$ cat src/rtl/fpe_pkg.sv
package fpe_pkg;

  localparam int CTRL_W = 4;

  typedef struct packed {
    logic pe;
    logic boot;
    logic eras;
    logic lat;
  } fpe_ctrl_t;

  // Next control state for one register write.
  function automatic fpe_ctrl_t fpe_next_ctrl(fpe_ctrl_t cur, logic [CTRL_W-1:0] wd,
                                              logic vpp_ok, logic loaded);
    fpe_ctrl_t req;
    fpe_ctrl_t nxt;
    req = fpe_ctrl_t'(wd);
    if (cur.pe) begin
      nxt    = cur;
      nxt.pe = req.pe & cur.lat & loaded;
    end else begin
      nxt.lat  = req.lat & vpp_ok;
      nxt.eras = req.eras;
      nxt.boot = req.boot;
      nxt.pe   = req.pe & nxt.lat & cur.lat & loaded;
    end
    return nxt;
  endfunction

  // Reads go to the captured address while armed for programming.
  function automatic logic fpe_redirect(fpe_ctrl_t c);
    return !c.pe && c.lat && !c.eras;
  endfunction

endpackage

$ cat src/rtl/fpe_ctrl_reg.sv
module fpe_ctrl_reg
  import fpe_pkg::*;
(
  input  logic              clk,
  input  logic              rst_n,
  input  logic              reg_wr,
  input  logic [CTRL_W-1:0] reg_wdata,
  input  logic              vpp_high,
  input  logic              loaded_q,
  output fpe_ctrl_t         ctrl_q,
  output fpe_ctrl_t         ctrl_d,
  output logic              start_prog,
  output logic              start_erase
);

  logic pe_start;

  assign ctrl_d      = reg_wr ? fpe_next_ctrl(ctrl_q, reg_wdata, vpp_high, loaded_q) : ctrl_q;
  assign pe_start    = reg_wr && !ctrl_q.pe && ctrl_d.pe;
  assign start_prog  = pe_start && !ctrl_d.eras;
  assign start_erase = pe_start && ctrl_d.eras;

  always_ff @(posedge clk or negedge rst_n) begin
    if (!rst_n) ctrl_q <= '0;
    else        ctrl_q <= ctrl_d;
  end

  p_lat_needs_vpp_r1: assert property (@(posedge clk) disable iff (!rst_n)
    (reg_wr && !ctrl_q.pe && !vpp_high) |=> !ctrl_q.lat);

  p_pe_needs_capture_r2: assert property (@(posedge clk) disable iff (!rst_n)
    (reg_wr && !ctrl_q.pe && !(ctrl_q.lat && loaded_q)) |=> !ctrl_q.pe);

  p_frozen_bits_r3: assert property (@(posedge clk) disable iff (!rst_n)
    ctrl_q.pe |=> ($stable(ctrl_q.lat) && $stable(ctrl_q.eras) && $stable(ctrl_q.boot)));

  p_no_start_on_disarm_r4: assert property (@(posedge clk) disable iff (!rst_n)
    (reg_wr && !ctrl_q.pe && reg_wdata[3] && !reg_wdata[0]) |=> !ctrl_q.pe);

endmodule

$ cat src/rtl/fpe_latch.sv
module fpe_latch #(
  parameter int AW = 16,
  parameter int DW = 16
) (
  input  logic          clk,
  input  logic          rst_n,
  input  logic          lat_q,
  input  logic          lat_d,
  input  logic          pe_q,
  input  logic          arr_wr,
  input  logic [AW-1:0] arr_addr,
  input  logic [DW-1:0] arr_wdata,
  output logic          loaded_q,
  output logic [AW-1:0] lat_addr_q,
  output logic [DW-1:0] lat_data_q,
  output logic          capture
);

  logic lat_edge;

  assign lat_edge = lat_d != lat_q;
  assign capture  = arr_wr && lat_q && !pe_q && !loaded_q && !lat_edge;

  always_ff @(posedge clk or negedge rst_n) begin
    if (!rst_n) begin
      loaded_q   <= 1'b0;
      lat_addr_q <= '0;
      lat_data_q <= '0;
    end else if (lat_edge) begin
      loaded_q <= 1'b0;
    end else if (capture) begin
      loaded_q   <= 1'b1;
      lat_addr_q <= arr_addr;
      lat_data_q <= arr_wdata;
    end
  end

  p_clear_on_arm_change_r9: assert property (@(posedge clk) disable iff (!rst_n)
    ($rose(lat_q) || $fell(lat_q)) |-> !loaded_q);

  p_capture_held_r9: assert property (@(posedge clk) disable iff (!rst_n)
    loaded_q |=> ($stable(lat_addr_q) && $stable(lat_data_q)));

  p_loaded_needs_arm_r9: assert property (@(posedge clk) disable iff (!rst_n)
    loaded_q |-> lat_q);

endmodule

$ cat src/rtl/fpe_array_port.sv
module fpe_array_port
  import fpe_pkg::*;
#(
  parameter int AW = 16,
  parameter int DW = 16
) (
  input  logic          clk,
  input  logic          rst_n,
  input  fpe_ctrl_t     ctrl_q,
  input  logic          start_prog,
  input  logic          start_erase,
  input  logic          arr_rd,
  input  logic [AW-1:0] arr_addr,
  input  logic [AW-1:0] lat_addr,
  input  logic [DW-1:0] mem_rdata,
  output logic [AW-1:0] mem_addr,
  output logic          mem_prog,
  output logic          mem_erase,
  output logic [DW-1:0] arr_rdata,
  output logic          rd_ignored
);

  logic use_latch_addr;

  always_ff @(posedge clk or negedge rst_n) begin
    if (!rst_n) begin
      mem_prog  <= 1'b0;
      mem_erase <= 1'b0;
    end else begin
      mem_prog  <= start_prog;
      mem_erase <= start_erase;
    end
  end

  assign use_latch_addr = mem_prog || fpe_redirect(ctrl_q);
  assign mem_addr       = use_latch_addr ? lat_addr : arr_addr;
  assign arr_rdata      = ctrl_q.pe ? {DW{1'b1}} : mem_rdata;
  assign rd_ignored     = arr_rd && ctrl_q.pe;

  p_pulse_excl_r10: assert property (@(posedge clk) disable iff (!rst_n)
    $onehot0({mem_prog, mem_erase}));

  p_pulse_with_hv_r10: assert property (@(posedge clk) disable iff (!rst_n)
    (mem_prog || mem_erase) |-> ctrl_q.pe);

  p_pulse_single_r10: assert property (@(posedge clk) disable iff (!rst_n)
    (mem_prog || mem_erase) |=> !(mem_prog || mem_erase));

  p_redirect_r6: assert property (@(posedge clk) disable iff (!rst_n)
    (!ctrl_q.pe && ctrl_q.lat && !ctrl_q.eras) |-> (mem_addr == lat_addr));

  p_ignored_read_r8: assert property (@(posedge clk) disable iff (!rst_n)
    (arr_rd && ctrl_q.pe) |-> (rd_ignored && (&arr_rdata)));

endmodule

$ cat src/rtl/flash_pe_interlock.sv
module flash_pe_interlock
  import fpe_pkg::*;
#(
  parameter int AW = 16,
  parameter int DW = 16
) (
  input  logic              clk,
  input  logic              rst_n,
  input  logic              reg_wr,
  input  logic [CTRL_W-1:0] reg_wdata,
  output logic [CTRL_W-1:0] reg_rdata,
  input  logic              vpp_high,
  input  logic              arr_rd,
  input  logic              arr_wr,
  input  logic [AW-1:0]     arr_addr,
  input  logic [DW-1:0]     arr_wdata,
  output logic [DW-1:0]     arr_rdata,
  output logic              rd_ignored,
  output logic              latches_loaded,
  output logic [AW-1:0]     mem_addr,
  output logic [DW-1:0]     mem_wdata,
  input  logic [DW-1:0]     mem_rdata,
  output logic              mem_prog,
  output logic              mem_erase,
  output logic              hv_enable
);

  fpe_ctrl_t     ctrl_q;
  fpe_ctrl_t     ctrl_d;
  logic          start_prog;
  logic          start_erase;
  logic          loaded_q;
  logic          capture;
  logic [AW-1:0] lat_addr;
  logic [DW-1:0] lat_data;

  fpe_ctrl_reg u_ctrl (
    .clk         (clk),
    .rst_n       (rst_n),
    .reg_wr      (reg_wr),
    .reg_wdata   (reg_wdata),
    .vpp_high    (vpp_high),
    .loaded_q    (loaded_q),
    .ctrl_q      (ctrl_q),
    .ctrl_d      (ctrl_d),
    .start_prog  (start_prog),
    .start_erase (start_erase)
  );

  fpe_latch #(.AW(AW), .DW(DW)) u_latch (
    .clk        (clk),
    .rst_n      (rst_n),
    .lat_q      (ctrl_q.lat),
    .lat_d      (ctrl_d.lat),
    .pe_q       (ctrl_q.pe),
    .arr_wr     (arr_wr),
    .arr_addr   (arr_addr),
    .arr_wdata  (arr_wdata),
    .loaded_q   (loaded_q),
    .lat_addr_q (lat_addr),
    .lat_data_q (lat_data),
    .capture    (capture)
  );

  fpe_array_port #(.AW(AW), .DW(DW)) u_port (
    .clk         (clk),
    .rst_n       (rst_n),
    .ctrl_q      (ctrl_q),
    .start_prog  (start_prog),
    .start_erase (start_erase),
    .arr_rd      (arr_rd),
    .arr_addr    (arr_addr),
    .lat_addr    (lat_addr),
    .mem_rdata   (mem_rdata),
    .mem_addr    (mem_addr),
    .mem_prog    (mem_prog),
    .mem_erase   (mem_erase),
    .arr_rdata   (arr_rdata),
    .rd_ignored  (rd_ignored)
  );

  assign reg_rdata      = ctrl_q;
  assign latches_loaded = loaded_q;
  assign mem_wdata      = lat_data;
  assign hv_enable      = ctrl_q.pe;

  // A capture and a commit request in the same cycle: the commit must not see it.
  p_same_cycle_capture_r2: assert property (@(posedge clk) disable iff (!rst_n)
    (capture && !ctrl_q.pe) |=> !ctrl_q.pe);

  p_hv_follows_pe_r10: assert property (@(posedge clk) disable iff (!rst_n)
    hv_enable == reg_rdata[3]);

endmodule

$ cat config.mk
export PLATFORM = sky130hd
export DESIGN_NAME = flash_pe_interlock
export DESIGN_NICKNAME = d
export VERILOG_FILES = /design/src/rtl/fpe_pkg.sv /design/src/rtl/fpe_ctrl_reg.sv /design/src/rtl/fpe_latch.sv /design/src/rtl/fpe_array_port.sv /design/src/rtl/flash_pe_interlock.sv
export SDC_FILE = /design/constraint.sdc
export NUM_CORES = 1
export LEC_CHECK = 0
export ABC_AREA = 1
export CELL_PAD_IN_SITES_DETAIL_PLACEMENT = 0
export CELL_PAD_IN_SITES_GLOBAL_PLACEMENT = 1
export CORE_ASPECT_RATIO = 0.75
export CORE_MARGIN = 1.5
export CORE_UTILIZATION = 28
export CTS_CLUSTER_SIZE = 24
export DETAILED_ROUTE_END_ITERATION = 12
export GPL_TIMING_DRIVEN = 0
export MAX_ROUTING_LAYER = met4
export PLACE_DENSITY = 0.95
export SLEW_MARGIN = 30
export SYNTH_ARGS = -nofsm -noshare
export SYNTH_HDL_FRONTEND = slang
export SYNTH_HIERARCHICAL = 1
export SYNTH_SLANG_ARGS = --single-unit
$ cat constraint.sdc
create_clock -name clk -period 3 [get_ports clk]
set_clock_uncertainty 0.2 [all_clocks]
set_input_delay 0.6 -clock clk [delete_from_list [all_inputs] [get_ports clk]]
set_output_delay 0.6 -clock clk [all_outputs]
set_load 0.05 [all_outputs]
======== After elaboration in Yosys (flattened, before gate mapping) ========
Cells that the tools add are included.
word-level totals
  register bits after elaboration ......... 39
  latch bits .............................. 0
  memory bits (writable) .................. 0
  bits in read-only memories .............. 0
  input bits .............................. 58
  output and inout port bits .............. 57
  logic and storage cells ................. 44
  memories kept ........................... 0
operators by class
  add/subtract/negate cells ............... 0
  multiply operators ...................... 0
  div/mod/pow operators ................... 0
  magnitude comparators ................... 0
  equal/unequal tests ..................... 1
  shift operators ......................... 0
  mux-type cells .......................... 6
  bitwise logic cells ..................... 8
  reduce and logical (&&, ||, !) cells .... 20
operators by type and width
  kind               number
  $mux 16            2
  $logic_and 1x1->1  11
  $mux 4             2
  $and 1x1->1        6
  $logic_not 1->1    5
  $reduce_and 2->1   2
  $mux 1             2
  $not 1->1          2
  $reduce_bool 2->1  1
  $logic_or 1x1->1   1
  $ne 1x1->1         1

======== Depth between registers and ports, before layout ========
  word-level depth ........................ 11
  depth in mapped cells ................... 10
  mapped depth without buffers ............ 9

======== Cells and area by module ========
Netlist, hierarchy kept.
modules (own cells, without submodules)
  module              times used  cells each  area each (um2)  sequential area each (um2)
  fpe_latch           1           147         1377.6           825.8
  fpe_array_port      1           77          425.4            50.0
  fpe_ctrl_reg        1           31          224.0            100.1
  flash_pe_interlock  1           1           7.5              0.0

======== Worst setup path after synthesis ========
No wires, ideal clock.
  path type ............................... register -> output
  start point ............................. reg u_ctrl/ctrl_q[3] (netlist name)
  end point ............................... out mem_addr[10]
  arrival time ............................ 1.635 ns
  required time ........................... 2.200 ns
  setup slack ............................. 0.565 ns
  cell stages (with the launch flop) ...... 6
  path buffers ............................ 1
  cell sequence ........................... dfrtp_1 -> inv_2 -> nand3_4 -> buf_4 -> nand3_1 -> nand2_1
between the ends
  longest elaborated chain between the ends .. 5
ends and longest elaborated chain
  item                             line                      RTL
  $logic_not 1->1                  fpe_pkg.sv:32             return !c.pe && c.lat && !c.eras;
  $logic_and 1x1->1 (2 in series)  fpe_pkg.sv:32
  $logic_or 1x1->1                 fpe_array_port.sv:35      assign use_latch_addr = mem_prog || fpe_redirect(ctrl_q);
  $mux 16                          fpe_array_port.sv:36      assign mem_addr = use_latch_addr ? lat_addr : arr_addr;
  end, declared                    flash_pe_interlock.sv:20  output logic [AW-1:0] mem_addr,
No other way between the ends.

======== Final worst setup path ========
  start point ............................. reg u_ctrl/ctrl_q[3] (netlist name)
  end point ............................... out mem_addr[5]
between the ends
  longest elaborated chain between the ends .. 5
ends and longest elaborated chain
  item                             line
  $logic_not 1->1                  fpe_pkg.sv:32
  $logic_and 1x1->1 (2 in series)  fpe_pkg.sv:32
  $logic_or 1x1->1                 fpe_array_port.sv:35
  $mux 16                          fpe_array_port.sv:36
No other way between the ends.

==> impl_metrics.ini <==
[run_status]
outcome = complete, no violations

[yosys]
syn_area_um2 = 2030
postSynthCellCount = 255
yosysWarningCount = 6
syn-num-nets = 313
syn_avg_cell_area_um2 = 7.96

[clocking]
insertion_delay_ns = 0.28
cts_tree = yes
clock-sinks = 39
cts-root-buf = clkbuf_8
clk_pin_slew_ns = 0.07
ctsHoldBuffers = 0
htree_levels = 2
cts_made_buffers = 5
cts_buffer_depth = 2

[timing]
fmax_ghz = 0.358
slew_violations = 0
finalSetupTns_ns = 0
relSlewSlack_pct = 61.9
hold_viol = 0
setup_viol = 0
period_needed_ns = 2.79
period_share_pct = 93.1
worst_pin_slew_ns = 0.570
rsz0062_at_grt = no

[detailed_routing]
highest_layer = met4
vias = 2072
drt-met1-wl_um = 2630
routed_wl_um = 5990
route.met3.wl_um = 526
drc_errors = 0
drt_iter0_markers = 61
vias_per_cell = 4.35
routedWlPerCell_um = 12.6
dr.pass1.iters = 4
postRouteAntennaNets = 0
wl_met2_um = 2800

[placement]
numPortBuffers = 114
dp_hpwl_um = 4570
place.gp.congestion = 0.765
place_area_um2 = 3310
place_inst = 468

[grt]
grt_use_total_pct = 16.7
antenna_found_initial = 0
grt_max_degree = 27
grt.overflow.total = 0
grt_pass1_wl_um = 9870
grt_pass1_vias = 2127

[floorplanning]
die_y_um = 76.8
initial_core_util_pct = 29.3
core-area_um2 = 6930
ios = 115
dieArea_um2 = 7780
num_rows = 26
die_w_um = 101

[cells_and_area]
final_core_util_pct = 49.8
insertedDiodeCount = 0
fillers = 693
finalNetCount = 435
stdcell_area_um2 = 3450
layout.cells.non_filler = 476
drive_gt1_share_pct = 14.3
syn_to_final_growth_pct = 70.0

[worst_setup_path]
cp-end-kind = primary output
worstSetupPathType = reg2out
crit_fanout = 13
crit_path_start_kind = flip-flop
cp.required_ns = 2.20
critPathArrivalTime_ns = 1.99

[pwr]
pwr-share-comb_pct = 46.2
ir_drop_uv = 325
power.internal_uw = 1340
leakage_uw = 0.00184
power_frac_clock_pct = 19.6
swShare_pct = 42.2
p_per_area_nw_per_um2 = 670
seqPwrFrac_pct = 34.2
p_switching_uw = 976

[worst_hold_path]
hp-class = in2async

[flow_run]
maxCapViolations = 0
registers in the layout, summed over array words and instances (netlist names):
signal and flops:
u_latch/lat_addr_q 16, u_ctrl/ctrl_q 4, u_port/mem_prog 1, u_latch/lat_data_q 16
u_port/mem_erase 1, u_latch/loaded_q 1
critical path: stages (launching register included):
cell	delay (ns)
dfrtp_2	0.52
inv_2	0.10
nand3_4	0.13
nand2_4	0.15
buf_6	0.16
nand2_1	0.05
nand2_1	0.06
dlygate4sd2_1	0.53
stage by stage:
stage	hold slack [ns]	total power (uW)	setup WS, ns
global placement	0.254	1860	0.0933
CTS	0.0226	2340	0.0598
finish	0.0269	2310	0.208
detailed placement	0.257	1890	0.126
global route	0.0395	2450	0.0766
floorplan	0.104	1490	0.565
cell usage in the layout (no fill, tap or decap):
| cell type | n |
|---|---|
| nand2_1 | 107 |
| clkdlybuf4s50_1 | 87 |
| nand3_1 | 53 |
| dfrtp_1 | 38 |
| or2_2 | 16 |
| dlymetal6s2s_1 | 15 |
| dlygate4sd2_1 | 11 |
| buf_4 | 8 |
| inv_1 | 7 |
| clkbuf_8 | 6 |
| nand2_2 | 4 |
| buf_6 | 4 |
| nor2_2 | 3 |
| buf_2 | 2 |
| inv_2 | 2 |
| nand2_4 | 2 |
| nor2_1 | 2 |
| bufinv_16 | 1 |
| clkinv_2 | 1 |
| o21ai_0 | 1 |
| dfrtp_2 | 1 |
| nor2_8 | 1 |
| nor2_4 | 1 |
| xor2_1 | 1 |
| buf_12 | 1 |
| clkbuf_1 | 1 |
| nand3_4 | 1 |
| clkinv_1 | 1 |
power groups by stage:
stage,clock [uW],sequential (uW),combinational (uW)
finish,454,791,1070
global route,495,816,1140
CTS,468,792,1080
detailed placement,0,800,1090
global placement,0,794,1070
floorplan,0,1100,390
layer usage:
layer / vias to the layer above / track usage (%)
met3: 2 / 5.74
met5: - / -
li1: 1045 / -
met4: 0 / 3.33
met2: 84 / 26.7
met1: 941 / 20.4
final timing paths:
kind / start / endpoint / slack [ns] / cells past startpoint
max: u_ctrl/ctrl_q[3] / mem_addr[5] / 0.21 / 7
min: rst_n / u_latch/lat_data_q[13] / 0.03 / 1
max reg2reg: u_ctrl/ctrl_q[3] / u_latch/lat_addr_q[0] / 0.83 / 9
min reg2reg: u_latch/lat_addr_q[4] / u_latch/lat_addr_q[4] / 0.27 / 2
max in group asynchronous: rst_n / u_latch/lat_addr_q[11] / 2.11 / 2
min in group clk: u_latch/lat_addr_q[4] / u_latch/lat_addr_q[4] / 0.27 / 2
what timing repair did:
action / in CTS / in global routing
gates cloned: 0 / 0
hold endpoints to repair: 0 / 0
gates resized for setup: 12 / 15
setup endpoints to repair: 26 / 15
setup buffers: 0 / 0
layout make-up:
type                    instances  area, um2  area share, %
well taps                      98        123           3.55
clock inverters                 2       35.0           1.01
inverters                      10       37.5           1.09
multi-input cells             192        903           26.2
plain buffers                  14        114           3.30
clock buffers                   6       82.6           2.39
flip-flops and latches         39        977           28.3
repair buffers                115       1180           34.2
Note: power is estimated with default switching activity, not from simulation.
